==> src/rtl/sreg2_pkg.sv <==
package sreg2_pkg;
    typedef enum logic [2:0] {
        ST_IDLE,
        ST_OPC,
        ST_DATA,
        ST_TAIL,
        ST_WREN,
        ST_SKIP
    } sreg2_state_e;

    localparam logic [7:0] OPC_WRITE_SR2 = 8'h31;
    localparam logic [7:0] OPC_WR_ENABLE = 8'h06;
endpackage

==> src/rtl/sreg2_edge_detect.sv <==
module sreg2_edge_detect (
    input  logic clk,
    input  logic rst_n,
    input  logic sck,
    input  logic cs_n,
    output logic sck_rise,
    output logic cs_rise
);
    logic sck_q;
    logic cs_n_q;

    always_ff @(posedge clk or negedge rst_n) begin
        if (!rst_n) begin
            sck_q  <= 1'b0;
            cs_n_q <= 1'b1;
        end else begin
            sck_q  <= sck;
            cs_n_q <= cs_n;
        end
    end

    assign sck_rise = sck & ~sck_q & ~cs_n;
    assign cs_rise  = cs_n & ~cs_n_q;
endmodule

==> src/rtl/sreg2_frame_shifter.sv <==
module sreg2_frame_shifter #(
    parameter int BYTE_W = 8
) (
    input  logic              clk,
    input  logic              rst_n,
    input  logic              cs_n,
    input  logic              sck_rise,
    input  logic              si,
    output logic              byte_done,
    output logic [BYTE_W-1:0] byte_val,
    output logic              aligned
);
    localparam int CNT_W = (BYTE_W > 1) ? $clog2(BYTE_W) : 1;
    localparam logic [CNT_W-1:0] LAST_BIT = CNT_W'(BYTE_W - 1);

    logic [CNT_W-1:0]  bit_cnt;
    logic [BYTE_W-1:0] shreg;

    assign byte_val  = {shreg[BYTE_W-2:0], si};
    assign byte_done = sck_rise && (bit_cnt == LAST_BIT);
    assign aligned   = (bit_cnt == '0);

    always_ff @(posedge clk or negedge rst_n) begin
        if (!rst_n) begin
            bit_cnt <= '0;
            shreg   <= '0;
        end else if (cs_n) begin
            bit_cnt <= '0;
            shreg   <= '0;
        end else if (sck_rise) begin
            shreg   <= byte_val;
            bit_cnt <= (bit_cnt == LAST_BIT) ? '0 : bit_cnt + 1'b1;
        end
    end

    // a completed byte always leaves the counter on a boundary (framing, R9)
    assert_byte_boundary_R9: assert property (@(posedge clk) disable iff (!rst_n)
        (byte_done && !cs_n) |=> aligned);
endmodule

==> src/rtl/sreg2_cmd_fsm.sv <==
module sreg2_cmd_fsm
    import sreg2_pkg::*;
#(
    parameter int         BYTE_W     = 8,
    parameter int         RST_BIT    = 4,
    parameter int         LOCK_BIT   = 3,
    parameter logic [7:0] OP_WRITE   = OPC_WRITE_SR2,
    parameter logic [7:0] OP_ENABLE  = OPC_WR_ENABLE
) (
    input  logic              clk,
    input  logic              rst_n,
    input  logic              cs_n,
    input  logic              cs_rise,
    input  logic              byte_done,
    input  logic [BYTE_W-1:0] byte_val,
    input  logic              aligned,
    input  logic              lock_frozen,
    output logic              dout_oe,
    output logic              soft_reset_en,
    output logic              lockdown_en,
    output logic              wr_latch
);
    sreg2_state_e state, state_nx;
    logic         pend_rst;
    logic         pend_lock;

    // state register
    always_ff @(posedge clk or negedge rst_n) begin
        if (!rst_n) state <= ST_IDLE;
        else        state <= state_nx;
    end

    // next-state logic
    always_comb begin
        state_nx = state;
        if (cs_n) begin
            state_nx = ST_IDLE;
        end else begin
            unique case (state)
                ST_IDLE: state_nx = ST_OPC;
                ST_OPC: begin
                    if (byte_done) begin
                        if (byte_val == BYTE_W'(OP_WRITE))       state_nx = ST_DATA;
                        else if (byte_val == BYTE_W'(OP_ENABLE)) state_nx = ST_WREN;
                        else                                     state_nx = ST_SKIP;
                    end
                end
                ST_DATA: if (byte_done) state_nx = ST_TAIL;
                ST_TAIL, ST_WREN, ST_SKIP: state_nx = state;
                default: state_nx = ST_IDLE;
            endcase
        end
    end

    // outputs: capture the data byte, commit or abort on select release
    always_ff @(posedge clk or negedge rst_n) begin
        if (!rst_n) begin
            pend_rst      <= 1'b0;
            pend_lock     <= 1'b0;
            soft_reset_en <= 1'b0;
            lockdown_en   <= 1'b0;
            wr_latch      <= 1'b0;
        end else begin
            if (state == ST_DATA && byte_done && !cs_n) begin
                pend_rst  <= byte_val[RST_BIT];
                pend_lock <= byte_val[LOCK_BIT];
            end
            if (cs_rise) begin
                unique case (state)
                    ST_TAIL: begin
                        if (aligned && wr_latch) begin
                            soft_reset_en <= pend_rst;
                            if (!lock_frozen) lockdown_en <= pend_lock;
                        end
                        wr_latch <= 1'b0;
                    end
                    ST_DATA: wr_latch <= 1'b0;
                    ST_WREN: if (aligned) wr_latch <= 1'b1;
                    ST_IDLE, ST_OPC, ST_SKIP: ;
                    default: ;
                endcase
            end
        end
    end

    assign dout_oe = 1'b0;

    assert_hold_while_selected_R4: assert property (@(posedge clk) disable iff (!rst_n)
        !cs_n |=> $stable({soft_reset_en, lockdown_en, wr_latch}));

    assert_latch_cleared_after_write_R3: assert property (@(posedge clk) disable iff (!rst_n)
        (cs_rise && state == ST_TAIL) |=> !wr_latch);

    assert_frozen_lock_held_R5: assert property (@(posedge clk) disable iff (!rst_n)
        lock_frozen |=> $stable(lockdown_en));

    assert_no_write_without_latch_R6: assert property (@(posedge clk) disable iff (!rst_n)
        !wr_latch |=> $stable({soft_reset_en, lockdown_en}));

    assert_misframed_keeps_bits_R8: assert property (@(posedge clk) disable iff (!rst_n)
        (cs_rise && !aligned) |=> $stable({soft_reset_en, lockdown_en}));

    assert_enable_sets_latch_R2: assert property (@(posedge clk) disable iff (!rst_n)
        (cs_rise && state == ST_WREN && aligned) |=> wr_latch);
endmodule

==> src/rtl/sreg2_write_ctrl.sv <==
module sreg2_write_ctrl #(
    parameter int BYTE_W = 8
) (
    input  logic clk,
    input  logic rst_n,
    input  logic cs_n,
    input  logic sck,
    input  logic si,
    input  logic lock_frozen,
    output logic dout_oe,
    output logic soft_reset_en,
    output logic lockdown_en,
    output logic wr_latch
);
    logic              sck_rise;
    logic              cs_rise;
    logic              byte_done;
    logic [BYTE_W-1:0] byte_val;
    logic              aligned;

    sreg2_edge_detect u_edges (
        .clk      (clk),
        .rst_n    (rst_n),
        .sck      (sck),
        .cs_n     (cs_n),
        .sck_rise (sck_rise),
        .cs_rise  (cs_rise)
    );

    sreg2_frame_shifter #(.BYTE_W(BYTE_W)) u_shift (
        .clk       (clk),
        .rst_n     (rst_n),
        .cs_n      (cs_n),
        .sck_rise  (sck_rise),
        .si        (si),
        .byte_done (byte_done),
        .byte_val  (byte_val),
        .aligned   (aligned)
    );

    sreg2_cmd_fsm #(.BYTE_W(BYTE_W)) u_fsm (
        .clk           (clk),
        .rst_n         (rst_n),
        .cs_n          (cs_n),
        .cs_rise       (cs_rise),
        .byte_done     (byte_done),
        .byte_val      (byte_val),
        .aligned       (aligned),
        .lock_frozen   (lock_frozen),
        .dout_oe       (dout_oe),
        .soft_reset_en (soft_reset_en),
        .lockdown_en   (lockdown_en),
        .wr_latch      (wr_latch)
    );
endmodule

==> config.mk <==
export PLATFORM = sky130hd
export DESIGN_NAME = sreg2_write_ctrl
export DESIGN_NICKNAME = d
export VERILOG_FILES = /design/src/rtl/sreg2_pkg.sv /design/src/rtl/sreg2_edge_detect.sv /design/src/rtl/sreg2_frame_shifter.sv /design/src/rtl/sreg2_cmd_fsm.sv /design/src/rtl/sreg2_write_ctrl.sv
export SDC_FILE = /design/constraint.sdc
export NUM_CORES = 1
export LEC_CHECK = 0
export BUFFER_PORTS_ARGS = -buffer_cell sky130_fd_sc_hd__clkbuf_2
export CORE_ASPECT_RATIO = 1.4
export CORE_MARGIN = 4
export CORE_UTILIZATION = 50
export CTS_CLUSTER_SIZE = 8
export DETAILED_ROUTE_END_ITERATION = 8
export PLACE_DENSITY = 0.72
export REMOVE_ABC_BUFFERS = 1
export SLEW_MARGIN = 40
export SYNTH_ARGS = -nofsm -noshare
export SYNTH_HDL_FRONTEND = slang
export SYNTH_SLANG_ARGS = --single-unit
==> constraint.sdc <==
create_clock -name clk -period 1.41 [get_ports clk]
set_clock_uncertainty 0.15 [all_clocks]
set_input_delay 0.141 -clock clk [delete_from_list [all_inputs] [get_ports clk]]
set_output_delay 0.141 -clock clk [all_outputs]
set_load 0.02 [all_outputs]
=== Yosys cells after proc, flatten, opt, wreduce, memory -nomap -nowiden ===
Cells that the tools add are included.

* Flip-flop bits (word level): 20
* Input port bits: 6
* Word-level logic and storage cells: 58

* Add/subtract/negate cells: 1
* Equal/unequal tests: 12
* Muxes and demuxes: 13
* Bitwise logic cells: 7
* Reductions and logical operators: 15

{| class="wikitable"
|+ Operator list
! kind !! count
|-
| $mux W3 || 7
|-
| $mux W7 || 2
|-
| $pmux W3 S4 || 1
|-
| $eq A3 B3 Y1 const B || 3
|-
| $reduce_and A3 Y1 || 3
|-
| $eq A8 B3 Y1 const B || 1
|-
| $eq A8 B6 Y1 const B || 1
|-
| $eq A3 B2 Y1 const B || 2
|-
| $logic_not A3 Y1 || 2
|-
| $ne A3 B2 Y1 const B || 2
|-
| $logic_and A1 B1 Y1 || 4
|-
| $not A1 Y1 || 4
|-
| $reduce_and A4 Y1 || 1
|-
| $reduce_bool A2 Y1 || 2
|-
| $add A3 B1 Y3 const B || 1
|-
| $and A1 B1 Y1 || 3
|-
| $eq A3 B1 Y1 const B || 1
|-
| $reduce_or A3 Y1 || 1
|-
| $mux W1 || 2
|-
| $ne A2 B1 Y1 const B || 1
|-
| $ne A2 B2 Y1 const B || 1
|-
| $pmux W1 S2 || 1
|-
| $reduce_or A2 Y1 || 1
|-
| $logic_not A1 Y1 || 1
|}

=== Logic depth before layout (Yosys ltp) ===
Gate-level depths: netlist of run 1.

* Depth in word-level cells: 7
* Gate-level depth with buffers: 5

=== Modules after synthesis ===
From an unflattened synthesis of run 1, not the netlist that was laid out.

* Cells, all modules: 85
* Area total of the unflattened synthesis: 989.7 µm²

{| class="wikitable"
|+ Modules (own cells, without submodules)
! module !! instances !! cells each !! area each (µm²) !! seq. area each (µm²)
|-
| sreg2_frame_shifter || 1 || 41 || 473.0 || 250.2
|-
| sreg2_cmd_fsm || 1 || 40 || 444.2 || 200.2
|-
| sreg2_edge_detect || 1 || 4 || 72.6 || 51.3
|}

=== Worst setup path before layout of run 1 ===
No wires, ideal clock.

* Path type: flip-flop to flip-flop
* From: register u_shift.bit_cnt[0]
* To: register u_fsm.lockdown_en
* Data arrival time: 1.238 ns
* Data required time: 1.132 ns
* Setup slack: -0.106 ns
* Stages on the path, launching flop included: 6
* Period minus slack after synthesis: 1.516 ns
* Path through: dfrtp_1 -> inv_1 -> ha_1 -> nand4bb_4 -> nor3_1 -> mux2_1

* Longest elaborated chain between the ends: 3

{| class="wikitable"
|+ Ends and longest elaborated chain
! item !! RTL line !! RTL
|-
| start, declared || sreg2_frame_shifter.sv:16 || <nowiki>logic [CNT_W-1:0] bit_cnt;</nowiki>
|-
| start signal, assigned || sreg2_frame_shifter.sv:32 || <nowiki>bit_cnt <= (bit_cnt == LAST_BIT) ? '0 : bit_cnt + 1'b1;</nowiki>
|-
| $logic_not A3 Y1 || sreg2_frame_shifter.sv:21 || <nowiki>assign aligned = (bit_cnt == '0);</nowiki>
|-
| $logic_and A1 B1 Y1 || sreg2_cmd_fsm.sv:71 || <nowiki>if (aligned && wr_latch) begin</nowiki>
|-
| $reduce_and A4 Y1 (no line) || n/a ||
|-
| end signal, assigned || sreg2_cmd_fsm.sv:73 || <nowiki>if (!lock_frozen) lockdown_en <= pend_lock;</nowiki>
|-
| end, declared || sreg2_cmd_fsm.sv:20 || <nowiki>output logic lockdown_en,</nowiki>
|}

No other way between the ends.
A chain may end at the register's enable or synchronous reset.

=== Worst setup path in the final report of run 1 ===
Ends and elaborated chain as after synthesis.

==> results of run 1 <==
metrics by stage:
step	util, %	hold slack [ns]	cells	total power, mW	worst slack (ns)
6_report	67.42	0.02537	135	1.020	-0.1445
5_1_grt	67.42	0.01314	135	1.076	-0.2036
3_5_place_dp	59.53	-0.02240	127	0.6836	-0.1846
4_1_cts	65.98	0.01191	135	1.024	-0.1590
2_1_floorplan	-	-0.3046	90	0.6362	-0.2500
3_3_place_gp	59.53	-0.02655	127	0.6804	-0.1430
synth_stat cells (2+ instances only):
library cell	n	area share, %
mux2_1	4	4.6
ha_1	3	3.8
nand2_1	20	7.6
buf_4	3	2.3
nand2b_1	2	1.3
nor2_1	5	1.9
dfrtp_1	19	48
inv_1	3	1.1
nor3_1	2	1.0
nand4b_1	3	2.7
a21oi_1	11	5.6
flip-flops by register name, summed over array words and instances (netlist names):
register	cells
u_fsm.pend_rst	1
u_edges.sck_q	1
u_fsm.state	3
u_shift.shreg	7
u_fsm.soft_reset_en	1
u_fsm.wr_latch	1
u_edges.cs_n_q	1
u_fsm.pend_lock	1
u_shift.bit_cnt	3
u_fsm.lockdown_en	1
worst max-delay path, delay by kind of cell, from the launching register on:
family	cells	cell delay (ns)
adders and majority gates	1	0.18
buffers and inverters	1	0.07
DFF	1	0.42
muxes	1	0.31
and+or+nand+nor	2	0.31
cells by family after synthesis:
logic type / Yosys count / share of synthesized area, %
AND/OR/NAND/NOR: 42 / 25.19
flip-flops: 20 / 50.76
AO/OA/AOI/OAI: 16 / 9.621
buffers and inverters: 9 / 4.682
multiplexers: 5 / 5.569
adder cells (fa/ha/maj): 3 / 3.798
other: 1 / 0.3794
report_power, final:
group	internal (mW)	switching, mW	leakage, nW
registers	0.584	0.00868	0.270
logic	0.0394	0.0533	0.260
clock network	0.158	0.177	0.0210
routing by layer:
layer	vias up	wire, µm	share of wire [%]	track usage (%)
li1	367	-	-	-
met1	370	892	45	21.89
met2	12	982	50	27.35
met3	2	68	3.5	3.561
met4	0	23	1.2	8.787
met5	-	0	0	0
timing repair:
| action | in CTS | in global routing |
|---|---|---|
| setup buffers | 0 | 1 |
| endpoints found under the setup margin | 9 | 9 |
| gates resized for setup | 9 | 6 |
| pin swaps | 2 | 3 |
| endpoints found under the hold margin | 26 | 0 |
| hold buffers | 4 | 0 |
worst min path at each step:
stage,start,to,cells after the start
2_1_floorplan,rst_n,u_edges.sck_q,0
3_3_place_gp,rst_n,u_fsm.soft_reset_en,1
3_5_place_dp,rst_n,u_fsm.soft_reset_en,1
4_1_cts,lock_frozen,u_fsm.lockdown_en,3
5_1_grt,lock_frozen,u_fsm.lockdown_en,3
6_report,lock_frozen,u_fsm.lockdown_en,3
final cells by class:
class	instances	area (µm²)
clock buffers	4	36.28
fillers	144	594.3
inverters	3	11.26
multi-input cells	67	504.2
flip-flops and latches	20	501.7
well taps	20	25.02
repair buffers	21	151.4
==> out/summary.txt, run 1 <==
Area Overhead vs Synth = 24.43%
first-pass GRT wire length = 3387 µm
PnR worst setup slack = -0.1445 ns
initial antenna violation count = 0
Critical Path Sink = u_fsm.lockdown_en
I/O pins = 10
Worst Path Class, Setup = register to register
DP Wirelength = 1385 µm
startpoint type of the worst setup path = register
maximum VDD drop = 815.6 µV
most frequent cells in the layout = nand2_1 (20), dfrtp_1 (19), a21oi_1 (10)
vias per cell = 5.563
final setup vio count = 8
Die X = 45.58 µm
final WL = 1967 µm
H-tree Lvls = 1
Rel. slew slack = 66.48%
clock latency on the worst-skew pair = 0.30 ns
TritonCTS clock tree = done
HP Class = primary input to register
Worst Tran Pin Value = 0.5029 ns
Peak Freq = 643.3 MHz
Critical Path Start = u_shift.bit_cnt[0]
most common cell after layout, fill and taps aside = nand2_1
period utilization = 110.2%
Final Instance Area = 1230 µm²
total gr overflow = 0
biggest cell delay along the critical path = 0.42 ns
clock sinks = 20
final net count = 125
Seq/Total Area, Yosys = 50.76%
WL/cell = 14.57 µm
Top FF cell, synth = dfrtp_1
Mapped Cells = 96
setup TNS = -0.8556 ns
CP required = 1.46 ns
Via Count = 751
iteration-0 DRC count of the detailed router = 16
DRC Markers = 0
status = finished, violations left
Core Rows = 18
Tmin final = 1.554 ns
die area = 2762 µm²
register bit total from synthesis = 20
largest net degree at the start of global routing = 21
antenna-violating nets left = 0
failing checks = negative setup slack
clock tree buffer depth = 2
final max-slew violation count = 0
mean post-synth cell area = 10.30 µm²
R2R Path End = u_fsm.lockdown_en
layout cells sized above 1 = 33.04%
Die Height = 60.61 µm
unrepaired setup endpoints after global routing = yes
mapped cell area = 988.4 µm²
EDFF count, synth = 0
Max-Cap Viols = 0
All-Layer GR Usage = 17.26%
Initial Utilization = 54.18%
warnings from Yosys = 0
R2R Setup Slk = -0.14 ns
clock-pin slew on the worst setup and hold paths = 0.11 ns
gpl congestion = 0.7849
IO buf count = 8
Fin. Hold Viols = 0
CP cell instances = inv_1 > ha_2 > nand4bb_4 > nor3_2 > mux2_4
ant diodes = 0
Netlist cell types = 32
number of buffers created by CTS = 3
slowest stage cell on the critical path = dfrtp_1
WP data arrival = 1.60 ns
RR Startpoint = u_shift.bit_cnt[0]
Crit. End Element = register
Core Region = 1824 µm²
placed cell area = 1086 µm²
R2R depth = 5
TritonRoute pass-1 iters = 4
Crit Path Max Fanout = 3
Leakage Power = 0.5514 nW
vias in the first global route = 766
root buffer cell = clkbuf_4
Post-synth ARST share = 100.0%
Power Dens Cells = 829.5 nW/µm²
Note: power is estimated with default switching activity, not from simulation.
==> inputs of run 2 (changes only) <==
SETUP_SLACK_MARGIN = 0.15   (was not set)
==> out/summary.txt, run 2 (synthesized netlist as in run 1, its figures left out) <==
status = finished, violations left (unchanged)
failing checks = negative setup slack (unchanged)
Rel. slew slack = 66.47% (was 66.48%)
DRC Markers = 0 (unchanged)
setup TNS = -0.8037 ns (was -0.8556 ns)
Crit Path Max Fanout = 3 (unchanged)
Hold Startpoint = lock_frozen (unchanged)
final net count = 125 (unchanged)
iteration-0 DRC count of the detailed router = 17 (was 16)
H-tree Lvls = 1 (unchanged)
vias per cell = 5.689 (was 5.563)
ant diodes = 0 (unchanged)
slowest stage cell on the critical path = dfrtp_1 (unchanged)
Post-CTS Setup Inserts = 0 (unchanged)
maximum VDD drop = 817.8 µV (was 815.6 µV)
HP Class = primary input to register (unchanged)
clock-pin slew on the worst setup and hold paths = 0.11 ns (about the same)
All-Layer GR Usage = 17.44% (was 17.26%)
biggest cell delay along the critical path = 0.42 ns (about the same)
largest register by flop count = u_shift.shreg (unchanged)
CP required = 1.46 ns (about the same)
RR Startpoint = u_shift.bit_cnt[0] (unchanged)
Max-Cap Viols = 0 (unchanged)
startpoint type of the worst setup path = register (unchanged)
max reg flops = 7 (unchanged)
die area = 2762 µm² (unchanged)
area of the multi-input gates = 510.5 µm² (was 504.2 µm²)
final setup vio count = 8 (unchanged)
placed cell area = 1086 µm² (unchanged)
clock latency on the worst-skew pair = 0.30 ns (about the same)
R2R Path End = u_fsm.lockdown_en (unchanged)
Worst Path Class, Setup = register to register (unchanged)
sequential cell area = 501.7 µm² (unchanged)
Final Instance Area = 1236 µm² (was 1230 µm²)
Largest regs = u_shift.shreg: 7 flops, u_fsm.state: 3 flops, u_shift.bit_cnt: 3 flops (unchanged)
period utilization = 109.8% (was 110.2%)
antenna-violating nets left = 0 (unchanged)
sequential share of power = 57.9% (was 58.1%)
R2R depth = 5 (unchanged)
Die X = 45.58 µm (unchanged)
Switching Share = 23.53% (was 23.47%)
Die Height = 60.61 µm (unchanged)
initial antenna violation count = 0 (unchanged)
Leakage Power = 0.5516 nW (was 0.5514 nW)
first-pass GRT wire length = 3408 µm (was 3387 µm)
Gate power share = 9.3% (was 9.1%)
vias in the first global route = 768 (was 766)
Tmin final = 1.549 ns (was 1.554 ns)
IO buf count = 8 (unchanged)
DP Wirelength = 1385 µm (unchanged)
largest net degree at the start of global routing = 21 (unchanged)
WP data arrival = 1.60 ns (about the same)
gpl congestion = 0.7849 (unchanged)
final WL = 2015 µm (was 1967 µm)
WL/cell = 14.93 µm (was 14.57 µm)
CP cell instances = inv_1 > ha_2 > nand4bb_4 > nor3_2 > mux2_4 (unchanged)
total gr overflow = 0 (unchanged)
root buffer cell = clkbuf_4 (unchanged)
Fin. Hold Viols = 0 (unchanged)
CP bufs+invs = 1 (unchanged)
most frequent cells in the layout = nand2_1 (19), dfrtp_1 (19), a21oi_1 (9) (was nand2_1 (20), dfrtp_1 (19), a21oi_1 (10))
R2R Setup Slk = -0.14 ns (about the same)
Clk pwr share = 32.8% (about the same)
Peak Freq = 645.8 MHz (was 643.3 MHz)
Area Overhead vs Synth = 25.06% (was 24.43%)
clock sinks = 20 (unchanged)
TritonRoute pass-1 iters = 4 (unchanged)
Net Switching = 0.2408 mW (was 0.2394 mW)
Initial Utilization = 54.18% (unchanged)
hold path depth = 3 (unchanged)
layout cells sized above 1 = 36.52% (was 33.04%)
Hold Path End = u_fsm.lockdown_en (unchanged)
clock tree buffer depth = 2 (unchanged)
Worst Tran Pin Value = 0.5029 ns (about the same)
Layout fillers = 143 (was 144)
Pint = 0.7828 mW (was 0.7808 mW)
final max-slew violation count = 0 (unchanged)
TritonCTS clock tree = done (unchanged)
number of buffers created by CTS = 3 (unchanged)
I/O pins = 10 (unchanged)
Core Region = 1824 µm² (unchanged)
CP top delay family = flip-flops (unchanged)
Crit. End Element = register (unchanged)
Core Rows = 18 (unchanged)
Via Count = 768 (was 751)
unrepaired setup endpoints after global routing = yes (unchanged)
Power Dens Cells = 828.1 nW/µm² (was 829.5 nW/µm²)
PnR worst setup slack = -0.1385 ns (was -0.1445 ns)
==> run 2: how the worst max path moves through the flow <==
stage                       startpoint                end  slack, ns  cells after the start
global route        u_shift.bit_cnt[1]  u_fsm.lockdown_en      -0.20                      5
detailed placement  u_shift.bit_cnt[0]     u_fsm.state[0]      -0.18                      5
CTS                 u_shift.bit_cnt[0]  u_fsm.lockdown_en      -0.16                      5
finish              u_shift.bit_cnt[0]  u_fsm.lockdown_en      -0.14                      5
floorplan                u_edges.sck_q    u_fsm.pend_lock      -0.25                      3
global placement    u_shift.bit_cnt[1]     u_fsm.state[2]      -0.14                      5
==> run 2: metrics by stage <==
step | power [mW] | std cells | hold slack, ns | setup slack [ns] | util [%]
final | 1.024 | 135 | 0.02456 | -0.1385 | 67.76
after global routing | 1.079 | 135 | 0.01314 | -0.2035 | 67.76
after CTS | 1.024 | 135 | 0.01191 | -0.1590 | 66.12
after detailed placement | 0.6836 | 127 | -0.02240 | -0.1846 | 59.53
after global placement | 0.6804 | 127 | -0.02655 | -0.1430 | 59.53
after floorplan | 0.6362 | 90 | -0.3046 | -0.2500 | -
==> run 2: worst register-to-register path, cell delays in order, from the launching register on <==
cell,delay (ns)
dfrtp_1,0.42
inv_1,0.07
ha_2,0.18
nand4bb_4,0.12
nor3_2,0.19
mux2_4,0.31
==> run 2: power by group through the flow <==
| stage | logic (mW) | registers [mW] | clock network (mW) |
|---|---|---|---|
| after floorplan | 0.0347 | 0.602 | 0 |
| after global routing | 0.106 | 0.595 | 0.378 |
| after CTS | 0.0913 | 0.592 | 0.341 |
| final | 0.0957 | 0.593 | 0.335 |
| after global placement | 0.0781 | 0.602 | 0 |
| after detailed placement | 0.0802 | 0.603 | 0 |
==> run 2: final cells by class <==
cell class	count	share of cell area (%)
inverters	3	0.9109
repair buffers	21	12.25
multi-input cells	67	41.30
clock buffers	4	2.935
flip-flops and latches	20	40.59
well taps	20	2.024
==> run 2: repair_timing <==
item                                    in CTS  in global routing
resized for setup                           10                  8
endpoints found under the hold margin       26                  0
pin swaps                                    2                  2
endpoints found under the setup margin      10                 15
hold buffers                                 4                  0
==> run 2: layer usage <==
layer | vias up | part of all wire, % | global-route usage, %
met5 | - | 0 | 0
met2 | 22 | 48 | 28.34
met4 | 0 | 2.0 | 8.787
met1 | 371 | 46 | 21.51
met3 | 6 | 4.3 | 3.561
li1 | 369 | - | -
